[src/rtl/rcs_pkg.sv]
package rcs_pkg;
    localparam int HALF_W = 16;
    localparam int WORD_W = 32;

    typedef enum logic [1:0] {
        PATH_NONE     = 2'd0,
        PATH_LINEAR   = 2'd1,
        PATH_SWIZZLE  = 2'd2,
        PATH_FALLBACK = 2'd3
    } path_e;

    typedef enum logic [1:0] {
        ST_IDLE,
        ST_LIN,
        ST_SWZ,
        ST_DONE
    } state_e;

    typedef struct packed {
        logic [1:0]        kind;
        logic [WORD_W-1:0] w0;
        logic [WORD_W-1:0] w1;
        logic [WORD_W-1:0] w2;
        logic [WORD_W-1:0] w3;
    } desc_t;

    localparam int DESC_W = $bits(desc_t);
endpackage

[src/rtl/rcs_path_sel.sv]
module rcs_path_sel
    import rcs_pkg::*;
#(
    parameter int BPP_W      = 3,
    parameter int ALIGN_LOG2 = 6
) (
    input  logic              src_swz_i,
    input  logic              dst_swz_i,
    input  logic [HALF_W-1:0] surf_w_i,
    input  logic [HALF_W-1:0] surf_h_i,
    input  logic [BPP_W-1:0]  bpp_i,
    input  logic [WORD_W-1:0] dst_base_i,
    output path_e             path_o
);
    localparam logic [HALF_W-1:0] NARROW_W = HALF_W'(2);
    localparam logic [HALF_W-1:0] SHORT_H  = HALF_W'(1);

    logic both_linear;
    logic tiny_dst;
    logic aligned;
    logic swz_ok;

    always_comb begin
        both_linear = !src_swz_i && !dst_swz_i;
        tiny_dst    = (surf_w_i <= NARROW_W) || (surf_h_i <= SHORT_H);
        aligned     = (dst_base_i[ALIGN_LOG2-1:0] == '0);
        swz_ok      = !src_swz_i && dst_swz_i && (bpp_i != BPP_W'(1)) && aligned;
        if (both_linear || tiny_dst) begin
            path_o = PATH_LINEAR;
        end else if (swz_ok) begin
            path_o = PATH_SWIZZLE;
        end else begin
            path_o = PATH_FALLBACK;
        end
    end
endmodule

[src/rtl/rcs_span_clip.sv]
module rcs_span_clip
    import rcs_pkg::*;
(
    input  logic [HALF_W-1:0] limit_i,
    input  logic [HALF_W-1:0] total_i,
    input  logic [HALF_W-1:0] pos_i,
    output logic [HALF_W-1:0] len_o,
    output logic              last_o
);
    logic [HALF_W-1:0] remain;

    always_comb begin
        remain = total_i - pos_i;
        if (remain <= limit_i) begin
            len_o  = remain;
            last_o = 1'b1;
        end else begin
            len_o  = limit_i;
            last_o = 1'b0;
        end
    end
endmodule

[src/rtl/rcs_addr_calc.sv]
module rcs_addr_calc
    import rcs_pkg::*;
#(
    parameter int BPP_W = 3
) (
    input  logic [WORD_W-1:0] base_i,
    input  logic [HALF_W-1:0] row_i,
    input  logic [HALF_W-1:0] pitch_i,
    input  logic [HALF_W-1:0] col_i,
    input  logic [BPP_W-1:0]  bpp_i,
    output logic [WORD_W-1:0] addr_o
);
    logic [WORD_W-1:0] row_bytes;
    logic [WORD_W-1:0] col_bytes;

    always_comb begin
        row_bytes = WORD_W'(row_i) * WORD_W'(pitch_i);
        col_bytes = WORD_W'(col_i) * WORD_W'(bpp_i);
        addr_o    = base_i + row_bytes + col_bytes;
    end
endmodule

[src/rtl/rect_copy_splitter.sv]
module rect_copy_splitter
    import rcs_pkg::*;
#(
    parameter int MAX_ROWS   = 2047,
    parameter int TILE_W     = 1024,
    parameter int TILE_H     = 1024,
    parameter int ALIGN_LOG2 = 6,
    parameter int BPP_W      = 3
) (
    input  logic              clk,
    input  logic              rst_n,
    input  logic              req_valid_i,
    output logic              req_ready_o,
    input  logic [15:0]       req_src_x_i,
    input  logic [15:0]       req_src_y_i,
    input  logic [15:0]       req_dst_x_i,
    input  logic [15:0]       req_dst_y_i,
    input  logic [15:0]       req_width_i,
    input  logic [15:0]       req_height_i,
    input  logic [BPP_W-1:0]  req_bpp_i,
    input  logic              req_src_swz_i,
    input  logic              req_dst_swz_i,
    input  logic [15:0]       req_surf_w_i,
    input  logic [15:0]       req_surf_h_i,
    input  logic [31:0]       req_src_base_i,
    input  logic [31:0]       req_dst_base_i,
    input  logic [15:0]       req_src_pitch_i,
    input  logic [15:0]       req_dst_pitch_i,
    output logic              desc_valid_o,
    input  logic              desc_ready_i,
    output logic [129:0]      desc_o,
    output logic              done_o,
    output logic [1:0]        done_path_o
);
    localparam logic [HALF_W-1:0] ROW_LIMIT = HALF_W'(MAX_ROWS);
    localparam logic [HALF_W-1:0] TW_LIMIT  = HALF_W'(TILE_W);
    localparam logic [HALF_W-1:0] TH_LIMIT  = HALF_W'(TILE_H);

    typedef struct packed {
        logic [HALF_W-1:0] sx;
        logic [HALF_W-1:0] sy;
        logic [HALF_W-1:0] dx;
        logic [HALF_W-1:0] dy;
        logic [HALF_W-1:0] w;
        logic [HALF_W-1:0] h;
        logic [BPP_W-1:0]  bpp;
        logic [WORD_W-1:0] sbase;
        logic [WORD_W-1:0] dbase;
        logic [HALF_W-1:0] spitch;
        logic [HALF_W-1:0] dpitch;
    } job_t;

    typedef struct packed {
        state_e            st;
        path_e             path;
        job_t              job;
        logic [HALF_W-1:0] ypos;
        logic [HALF_W-1:0] xpos;
    } regs_t;

    regs_t  cur_q, nxt_d;
    path_e  sel_path;
    job_t   in_job;
    desc_t  desc_d;

    logic [HALF_W-1:0] h_limit;
    logic [HALF_W-1:0] h_len;
    logic              h_last;
    logic [HALF_W-1:0] w_len;
    logic              w_last;
    logic [WORD_W-1:0] src_addr;
    logic [WORD_W-1:0] dst_addr;
    logic [HALF_W-1:0] src_row;
    logic [HALF_W-1:0] src_col;
    logic [HALF_W-1:0] dst_row;
    logic [WORD_W-1:0] line_bytes;
    logic [HALF_W-1:0] even_w;
    logic [HALF_W-1:0] even_h;
    logic              beat;
    logic              empty_req;

    rcs_path_sel #(
        .BPP_W      (BPP_W),
        .ALIGN_LOG2 (ALIGN_LOG2)
    ) u_path_sel (
        .src_swz_i  (req_src_swz_i),
        .dst_swz_i  (req_dst_swz_i),
        .surf_w_i   (req_surf_w_i),
        .surf_h_i   (req_surf_h_i),
        .bpp_i      (req_bpp_i),
        .dst_base_i (req_dst_base_i),
        .path_o     (sel_path)
    );

    // Height walk: bands on the linear path, tile rows on the swizzle path.
    assign h_limit = (cur_q.st == ST_LIN) ? ROW_LIMIT : TH_LIMIT;

    rcs_span_clip u_clip_h (
        .limit_i (h_limit),
        .total_i (cur_q.job.h),
        .pos_i   (cur_q.ypos),
        .len_o   (h_len),
        .last_o  (h_last)
    );

    rcs_span_clip u_clip_w (
        .limit_i (TW_LIMIT),
        .total_i (cur_q.job.w),
        .pos_i   (cur_q.xpos),
        .len_o   (w_len),
        .last_o  (w_last)
    );

    assign src_row = cur_q.job.sy + cur_q.ypos;
    assign src_col = cur_q.job.sx + cur_q.xpos;
    assign dst_row = cur_q.job.dy + cur_q.ypos;

    rcs_addr_calc #(.BPP_W(BPP_W)) u_src_addr (
        .base_i  (cur_q.job.sbase),
        .row_i   (src_row),
        .pitch_i (cur_q.job.spitch),
        .col_i   (src_col),
        .bpp_i   (cur_q.job.bpp),
        .addr_o  (src_addr)
    );

    rcs_addr_calc #(.BPP_W(BPP_W)) u_dst_addr (
        .base_i  (cur_q.job.dbase),
        .row_i   (dst_row),
        .pitch_i (cur_q.job.dpitch),
        .col_i   (cur_q.job.dx),
        .bpp_i   (cur_q.job.bpp),
        .addr_o  (dst_addr)
    );

    always_comb begin
        in_job.sx     = req_src_x_i;
        in_job.sy     = req_src_y_i;
        in_job.dx     = req_dst_x_i;
        in_job.dy     = req_dst_y_i;
        in_job.w      = req_width_i;
        in_job.h      = req_height_i;
        in_job.bpp    = req_bpp_i;
        in_job.sbase  = req_src_base_i;
        in_job.dbase  = req_dst_base_i;
        in_job.spitch = req_src_pitch_i;
        in_job.dpitch = req_dst_pitch_i;
    end

    // Descriptor assembly from registered walk state only.
    always_comb begin
        line_bytes = WORD_W'(cur_q.job.w) * WORD_W'(cur_q.job.bpp);
        even_w     = w_len + HALF_W'(w_len[0]);
        even_h     = h_len + HALF_W'(h_len[0]);
        desc_d     = '0;
        case (cur_q.st)
            ST_LIN: begin
                desc_d.kind = PATH_LINEAR;
                desc_d.w0   = src_addr;
                desc_d.w1   = dst_addr;
                desc_d.w2   = line_bytes;
                desc_d.w3   = WORD_W'(h_len);
            end
            ST_SWZ: begin
                desc_d.kind = PATH_SWIZZLE;
                desc_d.w0   = {dst_row, cur_q.job.dx + cur_q.xpos};
                desc_d.w1   = {h_len, w_len};
                desc_d.w2   = {even_h, even_w};
                desc_d.w3   = src_addr;
            end
            default: desc_d = '0;
        endcase
    end

    always_comb begin
        nxt_d     = cur_q;
        beat      = desc_valid_o && desc_ready_i;
        empty_req = (req_width_i == '0) || (req_height_i == '0);
        case (cur_q.st)
            ST_IDLE: begin
                if (req_valid_i) begin
                    nxt_d.job  = in_job;
                    nxt_d.path = sel_path;
                    nxt_d.ypos = '0;
                    nxt_d.xpos = '0;
                    if (empty_req || sel_path == PATH_FALLBACK) begin
                        nxt_d.st = ST_DONE;
                    end else if (sel_path == PATH_LINEAR) begin
                        nxt_d.st = ST_LIN;
                    end else begin
                        nxt_d.st = ST_SWZ;
                    end
                end
            end
            ST_LIN: begin
                if (beat) begin
                    if (h_last) begin
                        nxt_d.st = ST_DONE;
                    end else begin
                        nxt_d.ypos = cur_q.ypos + h_len;
                    end
                end
            end
            ST_SWZ: begin
                if (beat) begin
                    if (w_last) begin
                        nxt_d.xpos = '0;
                        if (h_last) begin
                            nxt_d.st = ST_DONE;
                        end else begin
                            nxt_d.ypos = cur_q.ypos + h_len;
                        end
                    end else begin
                        nxt_d.xpos = cur_q.xpos + w_len;
                    end
                end
            end
            default: begin
                nxt_d.st = ST_IDLE;
            end
        endcase
    end

    always_ff @(posedge clk or negedge rst_n) begin
        if (!rst_n) begin
            cur_q      <= '0;
            cur_q.st   <= ST_IDLE;
            cur_q.path <= PATH_NONE;
        end else begin
            cur_q <= nxt_d;
        end
    end

    assign req_ready_o  = (cur_q.st == ST_IDLE);
    assign desc_valid_o = (cur_q.st == ST_LIN) || (cur_q.st == ST_SWZ);
    assign desc_o       = desc_d;
    assign done_o       = (cur_q.st == ST_DONE);
    assign done_path_o  = cur_q.path;
endmodule

[config.mk]
export PLATFORM = sky130hd
export DESIGN_NAME = rect_copy_splitter
export DESIGN_NICKNAME = d
export VERILOG_FILES = /design/src/rtl/rcs_pkg.sv /design/src/rtl/rcs_path_sel.sv /design/src/rtl/rcs_span_clip.sv /design/src/rtl/rcs_addr_calc.sv /design/src/rtl/rect_copy_splitter.sv
export SDC_FILE = /design/constraint.sdc
export NUM_CORES = 2
export LEC_CHECK = 0
export BUFFER_PORTS_ARGS = -buffer_cell sky130_fd_sc_hd__buf_2
export CAP_MARGIN = 30
export CORE_MARGIN = 2
export CORE_UTILIZATION = 51
export CTS_BUF_LIST = sky130_fd_sc_hd__clkbuf_4 sky130_fd_sc_hd__clkbuf_8 sky130_fd_sc_hd__clkbuf_16
export CTS_CLUSTER_SIZE = 28
export DETAILED_ROUTE_END_ITERATION = 10
export GPL_TIMING_DRIVEN = 0
export PLACE_DENSITY_LB_ADDON = 0.3
export RECOVER_POWER = 25
export SETUP_SLACK_MARGIN = 0.3
export SLEW_MARGIN = 30
export SYNTH_ARGS = -nofsm -noshare
export SYNTH_HDL_FRONTEND = slang
export SYNTH_HIERARCHICAL = 1
export SYNTH_SLANG_ARGS = --single-unit
[constraint.sdc]
create_clock -name clk -period 18.1 [get_ports clk]
set_input_delay 5.43 -clock clk [delete_from_list [all_inputs] [get_ports clk]]
set_output_delay 5.43 -clock clk [all_outputs]
set_load 0.01 [all_outputs]
-- Word level (Yosys, flattened, before mapping)
Index checks and enable logic that the tools add are counted.
- register bits: 231
- latch bits: 0
- memory bits (writable): 0
- memory bits (read-only): 0
- input port bits: 233
- output and inout bits: 135
- logic and storage cells: 93
- memories kept: 0
- add/subtract/negate cells: 14
- multipliers: 5
- div/mod/pow operators: 0
- order comparisons: 4
- eq/ne operators: 10
- shift operators: 0
- muxes and demuxes: 23
- bitwise operators: 0
- reduce and logical (&&, ||, !) cells: 22
- operators with widths (kind ; number):
    $pmux W130 S2 ; 1
    $mux W231 ; 1
    $add A16 B16 Y16 ; 6
    $mux W16 ; 6
    $add A32 B19 Y32 ; 2
    $add A32 B32 Y32 ; 2
    $mul A16 B16 Y32 ; 2
    $mul A16 B3 Y19 ; 3
    $pmux W16 S3 ; 1
    $add A16 B1 Y16 ; 2
    $logic_not A16 Y1 ; 2
    $mux W32 ; 1
    $pmux W16 S2 ; 1
    $sub A16 B16 Y16 ; 2
    $le A16 B1 Y1 const B ; 1
    $le A16 B11 Y1 ; 1
    $le A16 B11 Y1 const B ; 1
    $le A16 B2 Y1 const B ; 1
    $mux W2 ; 7
    $mux W10 ; 1
    $eq A2 B2 Y1 const B ; 3
    $logic_not A6 Y1 ; 1
    $ne A2 B2 Y1 const B ; 3
    $pmux W2 S3 ; 1
    other kinds (14) ; 26

-- Depth between registers and ports, before layout
- depth after elaboration: 11
- gate-level depth with buffers: 36
- gate-level depth less buffers: 34

-- Modules after synthesis
The synthesis kept the hierarchy.
- modules (own cells, without submodules) (module ; instances ; cells an instance ; area each (µm²) ; sequential area each (µm²)):
    rect_copy_splitter ; 1 ; 1553 ; 15792.6 ; 5780.5
    rcs_addr_calc at u_src_addr ; 1 ; 1287 ; 11228.3 ; 0.0
    rcs_addr_calc at u_dst_addr ; 1 ; 1295 ; 11125.7 ; 0.0
    rcs_span_clip ; 2 ; 206 ; 1516.5 ; 0.0
    rcs_path_sel ; 1 ; 16 ; 118.9 ; 0.0

-- Least setup slack after synthesis
OpenSTA, ideal clock, no wires.
- kind: register to output
- from: reg cur_q[16] in the netlist's numbering
- to: out desc_o[95]
- arrival: 8.434 ns
- required time: 12.670 ns
- slack: 4.236 ns
- stages on the path, launching flop included: 33
- buffers on the path: 1
- cells stage by stage: dfrtp_1 -> ha_1 -> fa_1 -> a21o_1 -> a21o_1 -> a211oi_2 -> o21bai_1 -> a21oi_1 -> xnor2_1 -> clkbuf_1 -> and2_1 -> fa_1 -> fa_1 -> inv_1 -> fa_1 -> inv_1 -> fa_1 -> inv_1 -> fa_1 -> inv_1 -> fa_1 -> inv_1 -> fa_1 -> inv_1 -> ha_1 -> a21oi_1 -> o211ai_2 -> a221oi_4 -> a2111oi_2 -> or4b_1 -> a31oi_1 -> xnor2_1 -> a22o_1
- longest elaborated chain between the ends: 5
- elaborated cells on any way between the ends: 8
- those cells by class: 4 x add/sub; 1 x mul; 1 x order compare; 2 x mux
- ends and longest elaborated chain (what ; line ; RTL):
    start, declared ; rect_copy_splitter.sv:61 ; regs_t cur_q, nxt_d;
    start signal, assigned ; rect_copy_splitter.sv:230 ; cur_q <= nxt_d;
    $add A16 B16 Y16 ; rect_copy_splitter.sv:116 ; assign dst_row = cur_q.job.dy + cur_q.ypos;
    named net dst_row[8] ; rect_copy_splitter.sv:75 ; logic [HALF_W-1:0] dst_row;
    $mul A16 B16 Y32 ; rcs_addr_calc.sv:17 ; row_bytes = WORD_W'(row_i) * WORD_W'(pitch_i);
    $add A32 B32 Y32 ; rcs_addr_calc.sv:19 ; addr_o = base_i + row_bytes + col_bytes;
    $add A32 B19 Y32 ; rcs_addr_calc.sv:19 ;
    named net dst_addr[31] ; rect_copy_splitter.sv:72 ; logic [WORD_W-1:0] dst_addr;
    $pmux W130 S2 ; rect_copy_splitter.sv:156 ; case (cur_q.st)
    end, declared ; rect_copy_splitter.sv:31 ; output logic [129:0] desc_o,
The timed path passes the listed nets, and every way through them passes these cells.

-- Final worst setup path
- from: reg cur_q[17] in the netlist's numbering
- to: out desc_o[30]
- longest elaborated chain between the ends: 5
- ends and longest elaborated chain (what ; line ; RTL):
    $add A16 B16 Y16 ; rect_copy_splitter.sv:114 ; assign src_row = cur_q.job.sy + cur_q.ypos;
    named net src_row[10] ; rect_copy_splitter.sv:73 ; logic [HALF_W-1:0] src_row;
    $mul A16 B16 Y32 ; rcs_addr_calc.sv:17 ;
    $add A32 B32 Y32 ; rcs_addr_calc.sv:19 ;
    $add A32 B19 Y32 ; rcs_addr_calc.sv:19 ;
    named net src_addr[30] ; rect_copy_splitter.sv:71 ; logic [WORD_W-1:0] src_addr;
    $pmux W130 S2 ; rect_copy_splitter.sv:156 ;
The timed path passes the listed nets, and every way through them passes these cells.

==> results by group <==
Critical path
  • Req. time, crit path: 12.67 ns
  • Slowest cell on the critical path: dfrtp_1
  • Critical path type: reg -> out
  • Cell mode on critical path: fa_1
  • Crit start category: register
  • Max stage delay on crit path: a little under 0.9 ns
  • WP data arrival: 11.47 ns
  • CP endpoint kind: output port
  • Worst R2R Path Depth: 23
  • Critical path buffers and inverters: 6
  • R2r startpoint: cur_q[17]
  • R2R setup slack: 10.96 ns
  • Crit path max-delay family: adder cells
  • CP Max Fanout: 10
  • RR Endpoint: cur_q[31]

Floorplanning
  • Std-Cell Rows: 104
  • Ports: approximately 370
  • Die ar.: 0.0833 mm^2
  • Core ar.: 0.0803 mm^2
  • Initial Utilization: 51.4%
  • Die span in y: 289 um
  • Die X: 289 um

Global route
  • Vias in the first global route: 35100
  • Initial antenna violation count: 11
  • GRT overflow: 0
  • Largest net degree at the start of global routing: 83
  • GRT Total Usage: about 34%
  • First-pass GRT wire length: 213000 um

Synthesis
  • Top-area cell type share of the netlist area: 27.3%
  • Top-count cell post-synth: inv_1
  • Top_reg_cell synth: dfrtp_1
  • Most frequent cells after synthesis: inv_1, fa_1, nand2_1, ha_1, and2_1
  • Mapped Area: 0.0413 mm^2
  • Seq/Total Area, Yosys: 14.0%
  • Post-Synthesis Cells: between 4000 and 5000
  • Unique masters post-synth: 93
  • Ys async rst share: 100%
  • Synth Warn #: 6
  • Syn Area/Cell: ~9 um^2
  • Dominant cell type by area after synthesis: fa_1
  • Number of synthesized flops with an enable pin: 0
  • Synth area leaders: fa_1, dfrtp_1, ha_1
  • Synthesized flop and latch total: 231

Placement
  • Final HPWL DP: 120000 um
  • Input/output buffers: ~370
  • RD Place Congestion: 1.04

STA
  • Final setup viols: 0
  • Tcrit/Tclk final: between 90 and 100%
  • Final hold violations: 0
  • WHS: roughly 0.48 ns
  • Worst-Margin Slew: 4.66 ns
  • Max Fclk: 59.2 MHz
  • Worst clock skew: 0.0309 ns
  • Min Tclk post-route: 16.90 ns
  • Total Neg Setup Slack: 0 ns
  • RSZ-0062 raised after global routing: no
  • Max-slew violations: 148
  • Relative slew margins: -211%

Clocking
  • Postcts setup bufs: 0
  • Clock sinks: approximately 230
  • CTS Buf Count: 30
  • Clk root buf: clkbuf_16
  • Clk buf depth: 3
  • Post_cts resized: 0
  • Clock slew at reported path FFs: about 0.060 ns
  • Hold Buf Count CTS: 0
  • CTS tree: yes
  • CTS H-tree depth: 1
  • Worst-Skew Late Latency: 0.63 ns

Routing
  • Routed Antenna Nets: 0
  • Number of DRC markers in iteration 0: just over 3000
  • WL final: 142000 um
  • DRC: 0
  • WL per Instance: 23.3 um
  • TritonRoute pass-1 iters: 6
  • Vias after detailed routing: between 30000 and 40000
  • Vias/cell: approximately 5.7

Status
  • Status: finished, violations left
  • Failing checks: max-capacitance violations, max-slew violations

Min path
  • Min-Delay Startpoint: done_path_o[0]
  • Worst Hold End: done_path_o[0]
  • Hold Crit Depth: 2
  • Hold crit path type: reg -> reg

Finish
  • Final core occ: 57.2%
  • Ratio of cells with drive above 1 in the final layout: between 10% and 20%
  • Nets@finish: between 6000 and 7000
  • FILL cells: 7228
  • Area growth syn-to-layout: 11.1%

Job
  • Maxcap violations: 2
## routing by layer
metal	GRT usage, %	share of wire (%)	up-vias
li1	-	-	15600
met1	44.6	39	17300
met2	54.5	45	1626
met3	8.18	10	378
met4	16.4	5.9	0
met5	0	0	-
## through the flow
step           cells  area (um^2)  setup slack (ns)
2_1_floorplan   4604        41500              4.24
3_3_place_gp    6030        44600              2.12
3_5_place_dp    6035        44800              2.04
4_1_cts         6090        45900              1.33
5_1_grt         6091        45900             0.784
6_report        6094        45900              1.20
## worst reg2reg max path, stage by stage, from the launching register on
cell       delay, ns
dfrtp_1         0.88
inv_1           0.12
ha_1            0.31
nand2b_1        0.08
a21oi_1         0.30
o21ai_2         0.17
o21ai_1         0.26
mux2i_1         0.38
nor3_1          0.10
ha_1            0.32
nand4_2         0.16
or4_4           0.54
and2_4          0.18
buf_6           0.14
buf_12          0.15
a21oi_1         0.78
ha_1            0.40
a211oi_1        0.35
o21ai_1         0.22
a2111oi_2       0.38
nor3_1          0.17
a221o_1         0.37
o21ai_0         0.09
nand3_1         0.15
## cell families after synthesis
family          share of synthesized area [%]
flops                                    14.0
fa+ha+maj                                39.6
simple gates                             14.8
mux                                      6.31
other cells                            0.0182
compound gates                           11.6
xor+xnor                                 3.94
buf+inv                                  9.67
## state kept, by name, indices dropped and copies added (netlist names)
register	cells
done_path_o	2
cur_q	229
## cell type report
class,count,area [um^2],share of cell area [%]
antenna,4,10.0,0.0218
buffer,150,643,1.40
clock buffer,35,818,1.78
clock inverter,20,288,0.627
inverter,894,3360,7.31
multi-input combinational,3329,31800,69.2
sequential,231,5780,12.6
tap,1060,1330,2.89
timing repair buffer,371,1910,4.16
## worst max path at each step
| stage | start | endpoint | cells past startpoint |
|---|---|---|---|
| after floorplan | cur_q[16] | desc_o[95] | 32 |
| after global placement | cur_q[17] | desc_o[126] | 32 |
| after detailed placement | cur_q[17] | desc_o[92] | 32 |
| after CTS | cur_q[17] | desc_o[92] | 32 |
| after global routing | cur_q[17] | desc_o[126] | 32 |
| final | cur_q[17] | desc_o[30] | 31 |
## cells in the final DEF, fill, tap and decap left out, types with 31 or more instances in the layout
master	n
o21ai_0	117
nand3_1	58
and2_1	350
nor3_1	40
xnor2_1	109
nand2_1	456
clkbuf_16	31
a21oi_1	165
xor2_1	66
inv_1	894
ha_1	406
a22o_1	71
a21o_1	73
clkbuf_1	133
buf_2	366
nor2_1	121
mux2_2	212
fa_1	563
conb_1	43
dfrtp_1	231
and3_1	42
Power is left out: the tool's default activity adds up to more than one toggle a clock period on the data nets, which glitch-free logic cannot reach.
